$ cat src/rtl/spim_pkg.sv
package spim_pkg;

    parameter int BUS_W   = 32;
    parameter int FRAME_W = 8;
    parameter int DEPTH   = 4;
    parameter int DIV_W   = 8;
    parameter int LVL_W   = 3;
    localparam int CNT_W  = $clog2(DEPTH + 1);

    typedef logic [1:0] reg_addr_t;
    localparam reg_addr_t ADDR_DATA = 2'd0;
    localparam reg_addr_t ADDR_CTRL = 2'd1;
    localparam reg_addr_t ADDR_STAT = 2'd2;

    typedef struct packed {
        logic [DIV_W-1:0] div;
        logic [LVL_W-1:0] tx_lvl;
        logic [LVL_W-1:0] rx_lvl;
        logic             txf_ie;
        logic             rxf_ie;
        logic             idle_ie;
        logic             ovr_ie;
    } ctrl_t;

    typedef struct packed {
        logic [CNT_W-1:0] tx_cnt;
        logic [CNT_W-1:0] rx_cnt;
        logic             txf;
        logic             rxf;
        logic             idle;
        logic             ovr;
    } stat_t;

    function automatic logic [CNT_W-1:0] eff_level(input logic [LVL_W-1:0] lvl);
        if (lvl == '0)
            return CNT_W'(1);
        else if (32'(lvl) > DEPTH)
            return CNT_W'(DEPTH);
        else
            return CNT_W'(lvl);
    endfunction

endpackage

$ cat src/rtl/spim_fifo.sv
module spim_fifo
    import spim_pkg::*;
#(
    parameter int W = FRAME_W,
    parameter int N = DEPTH
) (
    input  logic                       clk,
    input  logic                       rst,
    input  logic                       push,
    input  logic [W-1:0]               din,
    input  logic                       pop,
    output logic [W-1:0]               dout,
    output logic [$clog2(N+1)-1:0]     count,
    output logic                       full,
    output logic                       empty
);
    localparam int PW = (N > 1) ? $clog2(N) : 1;
    localparam int CW = $clog2(N + 1);

    logic [W-1:0]  mem [N];
    logic [PW-1:0] wptr, rptr;

    function automatic logic [PW-1:0] bump(input logic [PW-1:0] p);
        return (32'(p) == N - 1) ? '0 : p + PW'(1);
    endfunction

    assign full  = (32'(count) == N);
    assign empty = (count == '0);
    assign dout  = mem[rptr];

    always_ff @(posedge clk) begin
        if (rst) begin
            wptr  <= '0;
            rptr  <= '0;
            count <= '0;
        end else begin
            if (push) begin
                mem[wptr] <= din;
                wptr      <= bump(wptr);
            end
            if (pop)
                rptr <= bump(rptr);
            if (push && !pop)
                count <= count + CW'(1);
            else if (pop && !push)
                count <= count - CW'(1);
        end
    end

    AST_PUSH_NOT_FULL: assert property (@(posedge clk) disable iff (rst)
        push |-> (!full || pop));
    AST_POP_NOT_EMPTY: assert property (@(posedge clk) disable iff (rst)
        pop |-> !empty);

endmodule

$ cat src/rtl/spim_shift.sv
module spim_shift
    import spim_pkg::*;
(
    input  logic               clk,
    input  logic               rst,
    input  logic [DIV_W-1:0]   div,
    input  logic               start,
    input  logic [FRAME_W-1:0] load,
    input  logic               miso,
    output logic               busy,
    output logic               done,
    output logic               sclk,
    output logic               mosi,
    output logic [FRAME_W-1:0] rx_data
);
    localparam int BW = $clog2(FRAME_W);
    localparam logic [BW-1:0] LAST = BW'(FRAME_W - 1);

    logic [DIV_W-1:0]   div_cnt;
    logic [BW-1:0]      bit_cnt;
    logic [FRAME_W-1:0] tx_sh, rx_sh;
    logic               tick;

    assign tick    = busy && (div_cnt == div);
    assign done    = tick && sclk && (bit_cnt == LAST);
    assign mosi    = busy ? tx_sh[FRAME_W-1] : 1'b0;
    assign rx_data = rx_sh;

    always_ff @(posedge clk) begin
        if (rst) begin
            busy    <= 1'b0;
            sclk    <= 1'b0;
            div_cnt <= '0;
            bit_cnt <= '0;
            tx_sh   <= '0;
            rx_sh   <= '0;
        end else if (start) begin
            busy    <= 1'b1;
            sclk    <= 1'b0;
            div_cnt <= '0;
            bit_cnt <= '0;
            tx_sh   <= load;
        end else if (busy) begin
            if (tick) begin
                div_cnt <= '0;
                sclk    <= ~sclk;
                if (!sclk) begin
                    rx_sh <= {rx_sh[FRAME_W-2:0], miso};
                end else if (bit_cnt == LAST) begin
                    busy <= 1'b0;
                end else begin
                    bit_cnt <= bit_cnt + BW'(1);
                    tx_sh   <= {tx_sh[FRAME_W-2:0], 1'b0};
                end
            end else begin
                div_cnt <= div_cnt + DIV_W'(1);
            end
        end
    end

    AST_START_WHEN_FREE: assert property (@(posedge clk) disable iff (rst)
        start |-> (!busy || done));
    AST_SCLK_LOW_IDLE: assert property (@(posedge clk) disable iff (rst)
        !busy |-> !sclk);

endmodule

$ cat src/rtl/spim_ctrl.sv
module spim_ctrl
    import spim_pkg::*;
(
    input  logic             clk,
    input  logic             rst,
    input  logic             wr_en,
    input  logic             rd_en,
    input  logic [1:0]       addr,
    input  logic [BUS_W-1:0] wdata,
    output logic [BUS_W-1:0] rdata,
    output logic             irq,
    output logic             sclk,
    output logic             mosi,
    input  logic             miso,
    output logic             cs_n
);
    ctrl_t              ctrl;
    stat_t              stat;
    logic               ovr;
    logic               wr_data, wr_stat, rd_data;
    logic               tx_push, tx_pop, tx_full, tx_empty;
    logic               rx_push, rx_pop, rx_full, rx_empty;
    logic [CNT_W-1:0]   tx_cnt, rx_cnt;
    logic [FRAME_W-1:0] tx_head, rx_head, rx_frame;
    logic               busy, done;

    assign wr_data = wr_en && (addr == ADDR_DATA);
    assign wr_stat = wr_en && (addr == ADDR_STAT);
    assign rd_data = rd_en && (addr == ADDR_DATA);

    assign tx_push = wr_data && !tx_full;
    assign tx_pop  = !tx_empty && (!busy || done);
    assign rx_push = done && !rx_full;
    assign rx_pop  = rd_data && !rx_empty;

    spim_fifo #(.W(FRAME_W), .N(DEPTH)) u_txq (
        .clk(clk), .rst(rst),
        .push(tx_push), .din(wdata[FRAME_W-1:0]),
        .pop(tx_pop), .dout(tx_head),
        .count(tx_cnt), .full(tx_full), .empty(tx_empty)
    );

    spim_fifo #(.W(FRAME_W), .N(DEPTH)) u_rxq (
        .clk(clk), .rst(rst),
        .push(rx_push), .din(rx_frame),
        .pop(rx_pop), .dout(rx_head),
        .count(rx_cnt), .full(rx_full), .empty(rx_empty)
    );

    spim_shift u_eng (
        .clk(clk), .rst(rst), .div(ctrl.div),
        .start(tx_pop), .load(tx_head), .miso(miso),
        .busy(busy), .done(done), .sclk(sclk), .mosi(mosi),
        .rx_data(rx_frame)
    );

    assign cs_n = !busy;

    always_ff @(posedge clk) begin
        if (rst) begin
            ctrl <= '0;
            ovr  <= 1'b0;
        end else begin
            if (wr_en && (addr == ADDR_CTRL)) begin
                ctrl.ovr_ie  <= wdata[0];
                ctrl.idle_ie <= wdata[1];
                ctrl.rxf_ie  <= wdata[2];
                ctrl.txf_ie  <= wdata[3];
                ctrl.rx_lvl  <= wdata[4 +: LVL_W];
                ctrl.tx_lvl  <= wdata[8 +: LVL_W];
                ctrl.div     <= wdata[16 +: DIV_W];
            end
            if (wr_data && tx_full)
                ovr <= 1'b1;
            else if (wr_stat && wdata[0])
                ovr <= 1'b0;
        end
    end

    always_comb begin
        stat.ovr    = ovr;
        stat.idle   = tx_empty && !busy;
        stat.rxf    = rx_cnt >= eff_level(ctrl.rx_lvl);
        stat.txf    = (CNT_W'(DEPTH) - tx_cnt) >= eff_level(ctrl.tx_lvl);
        stat.rx_cnt = rx_cnt;
        stat.tx_cnt = tx_cnt;
    end

    assign irq = (stat.ovr && ctrl.ovr_ie) || (stat.idle && ctrl.idle_ie) ||
                 (stat.rxf && ctrl.rxf_ie) || (stat.txf && ctrl.txf_ie);

    always_comb begin
        rdata = '0;
        unique case (addr)
            ADDR_DATA: if (!rx_empty) rdata[FRAME_W-1:0] = rx_head;
            ADDR_CTRL: begin
                rdata[0]            = ctrl.ovr_ie;
                rdata[1]            = ctrl.idle_ie;
                rdata[2]            = ctrl.rxf_ie;
                rdata[3]            = ctrl.txf_ie;
                rdata[4 +: LVL_W]   = ctrl.rx_lvl;
                rdata[8 +: LVL_W]   = ctrl.tx_lvl;
                rdata[16 +: DIV_W]  = ctrl.div;
            end
            ADDR_STAT: begin
                rdata[0]            = stat.ovr;
                rdata[1]            = stat.idle;
                rdata[2]            = stat.rxf;
                rdata[3]            = stat.txf;
                rdata[4 +: CNT_W]   = stat.rx_cnt;
                rdata[8 +: CNT_W]   = stat.tx_cnt;
            end
            default: rdata = '0;
        endcase
    end

    AST_OVR_STICKY: assert property (@(posedge clk) disable iff (rst)
        (ovr && !(wr_stat && wdata[0])) |=> ovr);
    AST_OVR_ON_FULL: assert property (@(posedge clk) disable iff (rst)
        (wr_data && tx_full) |=> ovr);
    AST_TX_HELD_ON_DROP: assert property (@(posedge clk) disable iff (rst)
        (wr_data && tx_full && !tx_pop) |=> (tx_cnt == $past(tx_cnt)));
    AST_CS_MATCH_SCLK: assert property (@(posedge clk) disable iff (rst)
        cs_n |-> !sclk);

endmodule

$ cat config.mk
export PLATFORM = sky130hd
export DESIGN_NAME = spim_ctrl
export DESIGN_NICKNAME = d
export VERILOG_FILES = /design/src/rtl/spim_pkg.sv /design/src/rtl/spim_fifo.sv /design/src/rtl/spim_shift.sv /design/src/rtl/spim_ctrl.sv
export SDC_FILE = /design/constraint.sdc
export NUM_CORES = 1
export LEC_CHECK = 0
export ABC_AREA = 1
export BUFFER_PORTS_ARGS = -buffer_cell sky130_fd_sc_hd__buf_2
export CAP_MARGIN = 20
export CORE_ASPECT_RATIO = 1.2
export CORE_MARGIN = 8
export CORE_UTILIZATION = 60
export CTS_BUF_LIST = sky130_fd_sc_hd__clkbuf_16
export DETAILED_ROUTE_END_ITERATION = 8
export PLACE_DENSITY = 0.82
export SKIP_CTS_REPAIR_TIMING = 1
export SKIP_LAST_GASP = 1
export SLEW_MARGIN = 30
export SYNTH_ARGS = -nofsm -noshare
export SYNTH_HDL_FRONTEND = slang
export SYNTH_HIERARCHICAL = 1
export SYNTH_SLANG_ARGS = --single-unit
$ cat constraint.sdc
create_clock -name clk -period 4.8 [get_ports clk]
set_input_delay 0 -clock clk [delete_from_list [all_inputs] [get_ports clk]]
set_output_delay 0 -clock clk [all_outputs]
set_load 0.05 [all_outputs]
Word level (Yosys, flattened, before mapping)
Memory sizes are Yosys's and may differ from the RTL's. A register that Yosys moved wholly into a read port is not among the register bits.
Cells that the tools add are included.

word-level totals
  memory bits (read-only) = 0
  register bits = 62
  bits in writable memories = 64
  memories = 2
  logic and storage cells = 143
  output and inout port bits = 36
  latch bits = 0

memory list
  name       depth  width  rd ports  clocked after Yosys merged registers in  wr ports  RTL line         source
  u_rxq.mem  4      8      1         1                                        1         spim_fifo.sv:20  logic [W-1:0] mem [N];
  u_txq.mem  4      8      1         1                                        1         spim_fifo.sv:20

operators by class
  multiply operators = 0
  div/mod/pow operators = 0
  shifts and indexed selects = 0
  $lt $le $gt $ge = 4
  equal/unequal tests = 11
  $add $sub $neg = 11
  muxes and demuxes = 41
  reductions and logical operators = 51
  bitwise gates (word level) = 3

operator list
  kind                                                                 number
  8-bit 2-to-1 mux                                                     8
  3-bit 2-to-1 mux                                                     8
  1-bit logical AND                                                    22
  7-bit one-hot mux with 3 select lines                                1
  2-bit 2-to-1 mux                                                     8
  1-bit 2-to-1 mux                                                     15
  3-bit logical NOT                                                    4
  4-bit AND reduction                                                  3
  2-bit nonzero test                                                   6
  2-bit == test (second input constant)                                5
  3-bit by 1-bit adder with 3-bit output (second input constant)       3
  3-bit == test (second input constant)                                3
  1-bit logical NOT                                                    9
  2-bit by 1-bit adder with 2-bit output (second input constant)       4
  8-bit by 1-bit adder with 8-bit output (second input constant)       1
  8-bit == test                                                        1
  3-bit greater-or-equal comparator                                    2
  3-bit > comparator (second input constant)                           2
  3-bit one-hot mux with 2 select lines                                1
  3-bit by 1-bit subtractor with 3-bit output (second input constant)  2
  1-bit logical OR                                                     4
  1-bit inverter                                                       3
  3-bit subtractor (first input constant)                              1
  2-bit by 1-bit == test with 1-bit output (second input constant)     1
  other kinds (4)                                                      4

Logic depth before layout (Yosys ltp)
  depth in word-level cells = 9
  mapped depth = 20

By module
Netlist, hierarchy kept.

modules (own cells, without submodules)
  module      area an instance (um^2)  cells an instance  times used
  spim_fifo   1655.3                   136                2
  spim_shift  1508.9                   227                1
  spim_ctrl   1463.9                   217                1

Least setup slack after synthesis
OpenSTA, ideal clock, no wires.

  kind = reg-to-reg
  start point = register u_eng.busy
  end point = register u_txq.count[1]
  setup slack = 2260 ps
  data required time = 4684 ps
  stages on the path, launching flop included = 15
  path buffers = 0
  arrival time = 2424 ps
  setup time = 116 ps
  cells stage by stage = dfxtp_1 -> inv_2 -> a21oi_2 -> nand3_2 -> nor2_4 -> nand2_4 -> nor3b_1 -> inv_1 -> a21oi_1 -> inv_1 -> ha_1 -> inv_1 -> fa_1 -> o21ai_0 -> nor2_1

on the way
  cells in the longest elaborated chain, start to end = 8
  elaborated cells between the ends (all ways) = 11
  those cells by class = mux: 1; reduce/logical: 10

ends and longest elaborated chain
  what                                                    RTL line          source
  start, declared                                         spim_shift.sv:10  output logic busy,
  start signal, assigned                                  spim_shift.sv:31  busy <= 1'b0;
  start signal, assigned                                  spim_shift.sv:38  busy <= 1'b1;
  start signal, assigned                                  spim_shift.sv:50  busy <= 1'b0;
  1-bit logical AND *                                     spim_shift.sv:24  assign tick = busy && (div_cnt == div);
  1-bit logical AND * (2 in series)                       spim_shift.sv:25  assign done = tick && sclk && (bit_cnt == LAST);
  via done                                                spim_ctrl.sv:25   logic busy, done;
  1-bit logical OR *                                      spim_ctrl.sv:32   assign tx_pop = !tx_empty && (!busy || done);
  1-bit logical AND *                                     spim_ctrl.sv:32
  via tx_pop                                              spim_ctrl.sv:21   logic tx_push, tx_pop, tx_full, tx_empty;
  1-bit logical NOT                                       spim_fifo.sv:43   if (push && !pop)
  1-bit logical AND                                       spim_fifo.sv:43
  3-bit 2-to-1 mux or 2-bit nonzero test (tied branches)  --
  end signal, assigned                                    spim_fifo.sv:44   count <= count + CW'(1);
  end signal, assigned                                    spim_fifo.sv:46   count <= count - CW'(1);
  end, declared                                           spim_fifo.sv:13   output logic [$clog2(N+1)-1:0] count,

The timed path passes the listed nets; every way through them passes the cells marked *.
A chain may end at the register's enable or synchronous reset.

Worst setup path after layout
Ends and elaborated chain as after synthesis.

==> metrics list <==
- The run finished with clean final reports.
- TritonCTS clock tree: done
- Number of synthesized register bits: 130
- # port buffers: 48
- The clock net in this run drives a total of 130 sinks.
* Most used DFF post-synth: sky130_fd_sc_hd__dfxtp_1
* Power density relative to cell area: 477 mW/mm²
* Count of antenna diodes in the layout: 0
* Max Buffers Root-to-Sink: 2
- Worst vdd ir: 0.381 mV
- Setup violations remaining at the end of the flow were counted as 0.
- Die ar.: 0.0140 mm²
- Row generation in the floorplan step produced 41 rows.
- Number of enable flip-flop cells after synthesis: 64
* Post-detailed-route DRC marker count: 0
- The share of total power dissipated in the clock network is approximately 37%.
- Syn_area_per_cell: between 8 and 9 µm²
- Sequential-to-total area share from yosys stat: approximately 52%
* GR Layer Usage met2: 36.6%
- For this design the top-level I/O count stands at 75.
- Cell Chain, Critical Path: inv_2 > a21oi_2 > nand3_2 > nor2_4 > nand2_4 > nor3b_1 > inv_1 > a21oi_1 > buf_4 > inv_1 > ha_1 > inv_1 > fa_1 > o21ai_0 > nor2_1
- The critical path is of the reg2reg type.
- The clock reaches the later pin of the worst-skew pair after 0.42 ns.
- Floorplan core area: 0.0104 mm²
- After clock tree synthesis, the clock-pin slew on the worst setup and hold paths is 0.06 ns.
- Sum of overflow across all layers after global routing: 0
- Warnings, synthesis: 6
- The cell count after synthesis came out at slightly above 700.
- Slew of the pin with the lowest slew margin: 0.818 ns
- Number of filler cells placed in the layout: approximately 750
* Arrival time at the worst endpoint: between 3 and 4 ns
- GR Util met3: between 5 and 6%
- The slowest stage of the critical path is the sky130_fd_sc_hd__dfxtp_1 cell.
- Number of distinct library cell variants in the gate-level netlist after synthesis: 39
- Internal power: 2.32 mW
- Antenna violations before repair: 0
* Worst path most repeated cell: sky130_fd_sc_hd__inv_1
- For this design the total switching power over the nets is between 1 and 1.5 mW.
- Between clock sinks in the finished design, the worst skew comes to ~0.0070 ns.
* Setup TNS: 0 ns
* Delay of the slowest cell on the worst path: approximately 0.50 ns
- For this configuration, the core starts out at a cell density of 60.6%.
* DRT Pass-1 Iters: 6
- Data required time at the worst endpoint: between 5 and 6 ns
- The biggest area contributor in the post-synthesis netlist is sky130_fd_sc_hd__edfxtp_1.
- Static timing analysis puts the maximum clock frequency at 328 MHz.
* Net switching share of the total power: 33.2%
* Portion of synthesized cell area occupied by the leading cell type: 30.6%
- The number of max-slew violations in the final report was 0.
- DPL Wire Length: 9.70 mm
- Number of CTS-inserted buffers: 17
* Post-layout min period: 3.05 ns
* Weighted congestion reported at the end of routability-driven placement: 0.817
- Global-route wire length before repair: 22.7 mm
- Number of buffers and inverters on the critical path: 5
- Top cells by area, synth: sky130_fd_sc_hd__edfxtp_1 31%, sky130_fd_sc_hd__dfxtp_1 21%, sky130_fd_sc_hd__nand2_1 7.9%
- Die H: about 130 µm
* Area of the mapped netlist: 0.00628 mm²
- Met1 usage: 21.9%
- Final hold vios: 0
* Number of max-capacitance violations reported: 0
- Using the TritonRoute via totals, the vias-per-cell ratio works out to roughly 5.2.
* Cell Area, Placed: 0.00649 mm²
- Along the worst path, the maximum fanout reaches 14.
- For this run, asynchronously set or reset flops after synthesis account for 0%.
- Proportion of layout cells with a drive suffix above 1: 15.8%
- Detail-routed net length per standard cell: 15.1 µm
* Number of vias after detailed routing: around 5000
- Setup repair after global routing left no endpoint under its margin.
- Post-layout power: 3.48 mW
- Compared with the post-synthesis result, the final layout area differs by 16.1%.
- The number of global-route vias before repair was around 4900.
- With fillers left out, the area of the finished cells amounts to about 0.0073 mm².
- Most Used Layer, Global Route: met2
- Worst slew margin: 45.3%
* H-tree depth reported by CTS: 4
- Type of the most critical hold path: in2reg
- Count of antenna-violating nets left after detailed routing: 0
- Clock tree synthesis selected as its root buffer the cell sky130_fd_sc_hd__clkbuf_16.
- Die span in x: 109 µm
- Share of power burned in combinational logic: roughly a quarter
- WL final: about 14 mm
- Fin nets: 853
* Crit path capture type: flop
- Number of violations reported at the end of detailed-routing iteration 0: 285
- Share of total power in sequential cells: roughly two fifths
- Final period utilization: 63.6%
- Entering global routing, the biggest net connects 34 pins.
- Global routing consumed, over all layers together, 20.8% of the routing resources.
- Leakage power of the design: between 3 and 4 nW
- STA classifies the critical path startpoint as a flop.
- The kind of cell with the highest combined delay along the critical path is simple AND/OR/NAND/NOR gates.
[sequential cells by signal, summed over array words and instances, names as in the netlist, 2 cells and up, named ones only]
signal and count:
u_txq/rptr 2, u_txq/wptr 2, u_rxq/wptr 2, u_eng/tx_sh 8
ctrl 18, u_eng/bit_cnt 3, u_rxq/mem 32, u_rxq/rptr 2
u_eng/rx_data 8, u_rxq/count 3, u_txq/count 3, u_eng/div_cnt 8
u_txq/mem 32
[routing by layer]
metal | part of all wire [%] | wire, µm
met5 | 0 | 0
met4 | 2.8 | 392
met3 | 4.8 | 668
met2 | 53 | 7450
met1 | 39 | 5510
[tightest hold or removal path, cell delays in order]
cell                      delay, ns
sky130_fd_sc_hd__buf_2         0.10
sky130_fd_sc_hd__nand2_1       0.05
sky130_fd_sc_hd__nor2_1        0.05
sky130_fd_sc_hd__o21ai_0       0.15
sky130_fd_sc_hd__nor2_1        0.06
[power groups by stage]
stage / sequential, mW / combinational, mW / clock, mW
6_report: 1.39 / 0.819 / 1.27
5_1_grt: 1.41 / 0.923 / 1.34
4_1_cts: 1.39 / 0.804 / 1.29
3_5_place_dp: 1.41 / 0.797 / 0
3_3_place_gp: 1.40 / 0.747 / 0
2_1_floorplan: 1.38 / 0.651 / 0
[layout make-up]
cell class              instances  area (µm²)  area share, %
flip-flops and latches        130        3240           44.5
multi-input cells             470        2470           33.8
clock buffers                  19         475           6.52
repair buffers                 70         458           6.28
inverters                      97         368           5.04
well taps                     129         161           2.21
clock inverters                13         120           1.65
[kinds of logic after synthesis]
family | synth area share (%)
AND/OR/NAND/NOR | 20.5
XOR/XNOR | 1.39
adder cells (fa/ha/maj) | 5.81
AO/OA/AOI/OAI | 10.6
buffers and inverters | 9.82
other | 0.0597
multiplexers | 0.159
flip-flops | 51.6
[cell usage after synthesis (2+ instances only)]
cell type,number
sky130_fd_sc_hd__xor2_1,10
sky130_fd_sc_hd__dfxtp_1,66
sky130_fd_sc_hd__o22ai_1,16
sky130_fd_sc_hd__buf_4,13
sky130_fd_sc_hd__nor3_1,8
sky130_fd_sc_hd__clkbuf_1,2
sky130_fd_sc_hd__a211oi_1,4
sky130_fd_sc_hd__a21oi_1,35
sky130_fd_sc_hd__inv_1,92
sky130_fd_sc_hd__nand2_2,12
sky130_fd_sc_hd__buf_6,8
sky130_fd_sc_hd__edfxtp_1,64
sky130_fd_sc_hd__buf_2,6
sky130_fd_sc_hd__ha_1,26
sky130_fd_sc_hd__o21ai_0,39
sky130_fd_sc_hd__a21oi_2,11
sky130_fd_sc_hd__nor2_1,110
sky130_fd_sc_hd__nand3_1,16
sky130_fd_sc_hd__o21ai_1,6
sky130_fd_sc_hd__nand2_1,133
sky130_fd_sc_hd__nand4_1,5
sky130_fd_sc_hd__nand2_4,3
sky130_fd_sc_hd__inv_2,3
sky130_fd_sc_hd__o21ai_2,4
sky130_fd_sc_hd__nor3b_1,3
sky130_fd_sc_hd__fa_1,2
sky130_fd_sc_hd__nor2_4,2
sky130_fd_sc_hd__nand3_2,2
sky130_fd_sc_hd__nor2_2,5
[cells in the final DEF (no fill, tap or decap), drive strengths merged, types with 2 or more instances in the layout]
cell type,synthesis,layout
nand2,148,148
nand4,5,5
ha,26,26
edfxtp,64,64
nand3,18,18
clkbuf,2,19
o22ai,16,16
o21ai,49,49
nor3,8,8
a211oi,4,4
a21oi,46,46
nor2,117,117
buf,29,49
xor2,10,10
dfxtp,66,66
dlygate4sd3,0,21
clkinv,1,7
inv,96,101
conb,1,13
nor3b,3,3
fa,2,2
[through the flow]
step	hold WS [ns]	worst slack, ns	instances	utilization [%]
floorplan	0.0724	2.26	728	-
global placement	0.214	1.93	875	62.6
detailed placement	0.226	1.79	875	62.6
CTS	-0.207	1.74	907	68.4
global route	0.118	1.47	928	70.4
finish	0.0560	1.75	928	70.4
[final timing paths]
| check | startpoint | endpoint | slack, ns | cells after the start |
|---|---|---|---|---|
| setup / recovery | u_eng/busy$_SDFF_PP0_ | u_txq/count[1]$_SDFFE_PP0P_ | 1.75 | 15 |
| setup reg to reg | u_eng/busy$_SDFF_PP0_ | u_txq/count[1]$_SDFFE_PP0P_ | 1.75 | 15 |
| hold reg to reg | u_eng/bit_cnt[1]$_SDFFE_PP0P_ | u_eng/bit_cnt[1]$_SDFFE_PP0P_ | 0.47 | 2 |
| hold / removal | rd_en | u_rxq/rptr[1]$_SDFFE_PP0P_ | 0.06 | 5 |
Power figures use the tool's default switching activity.
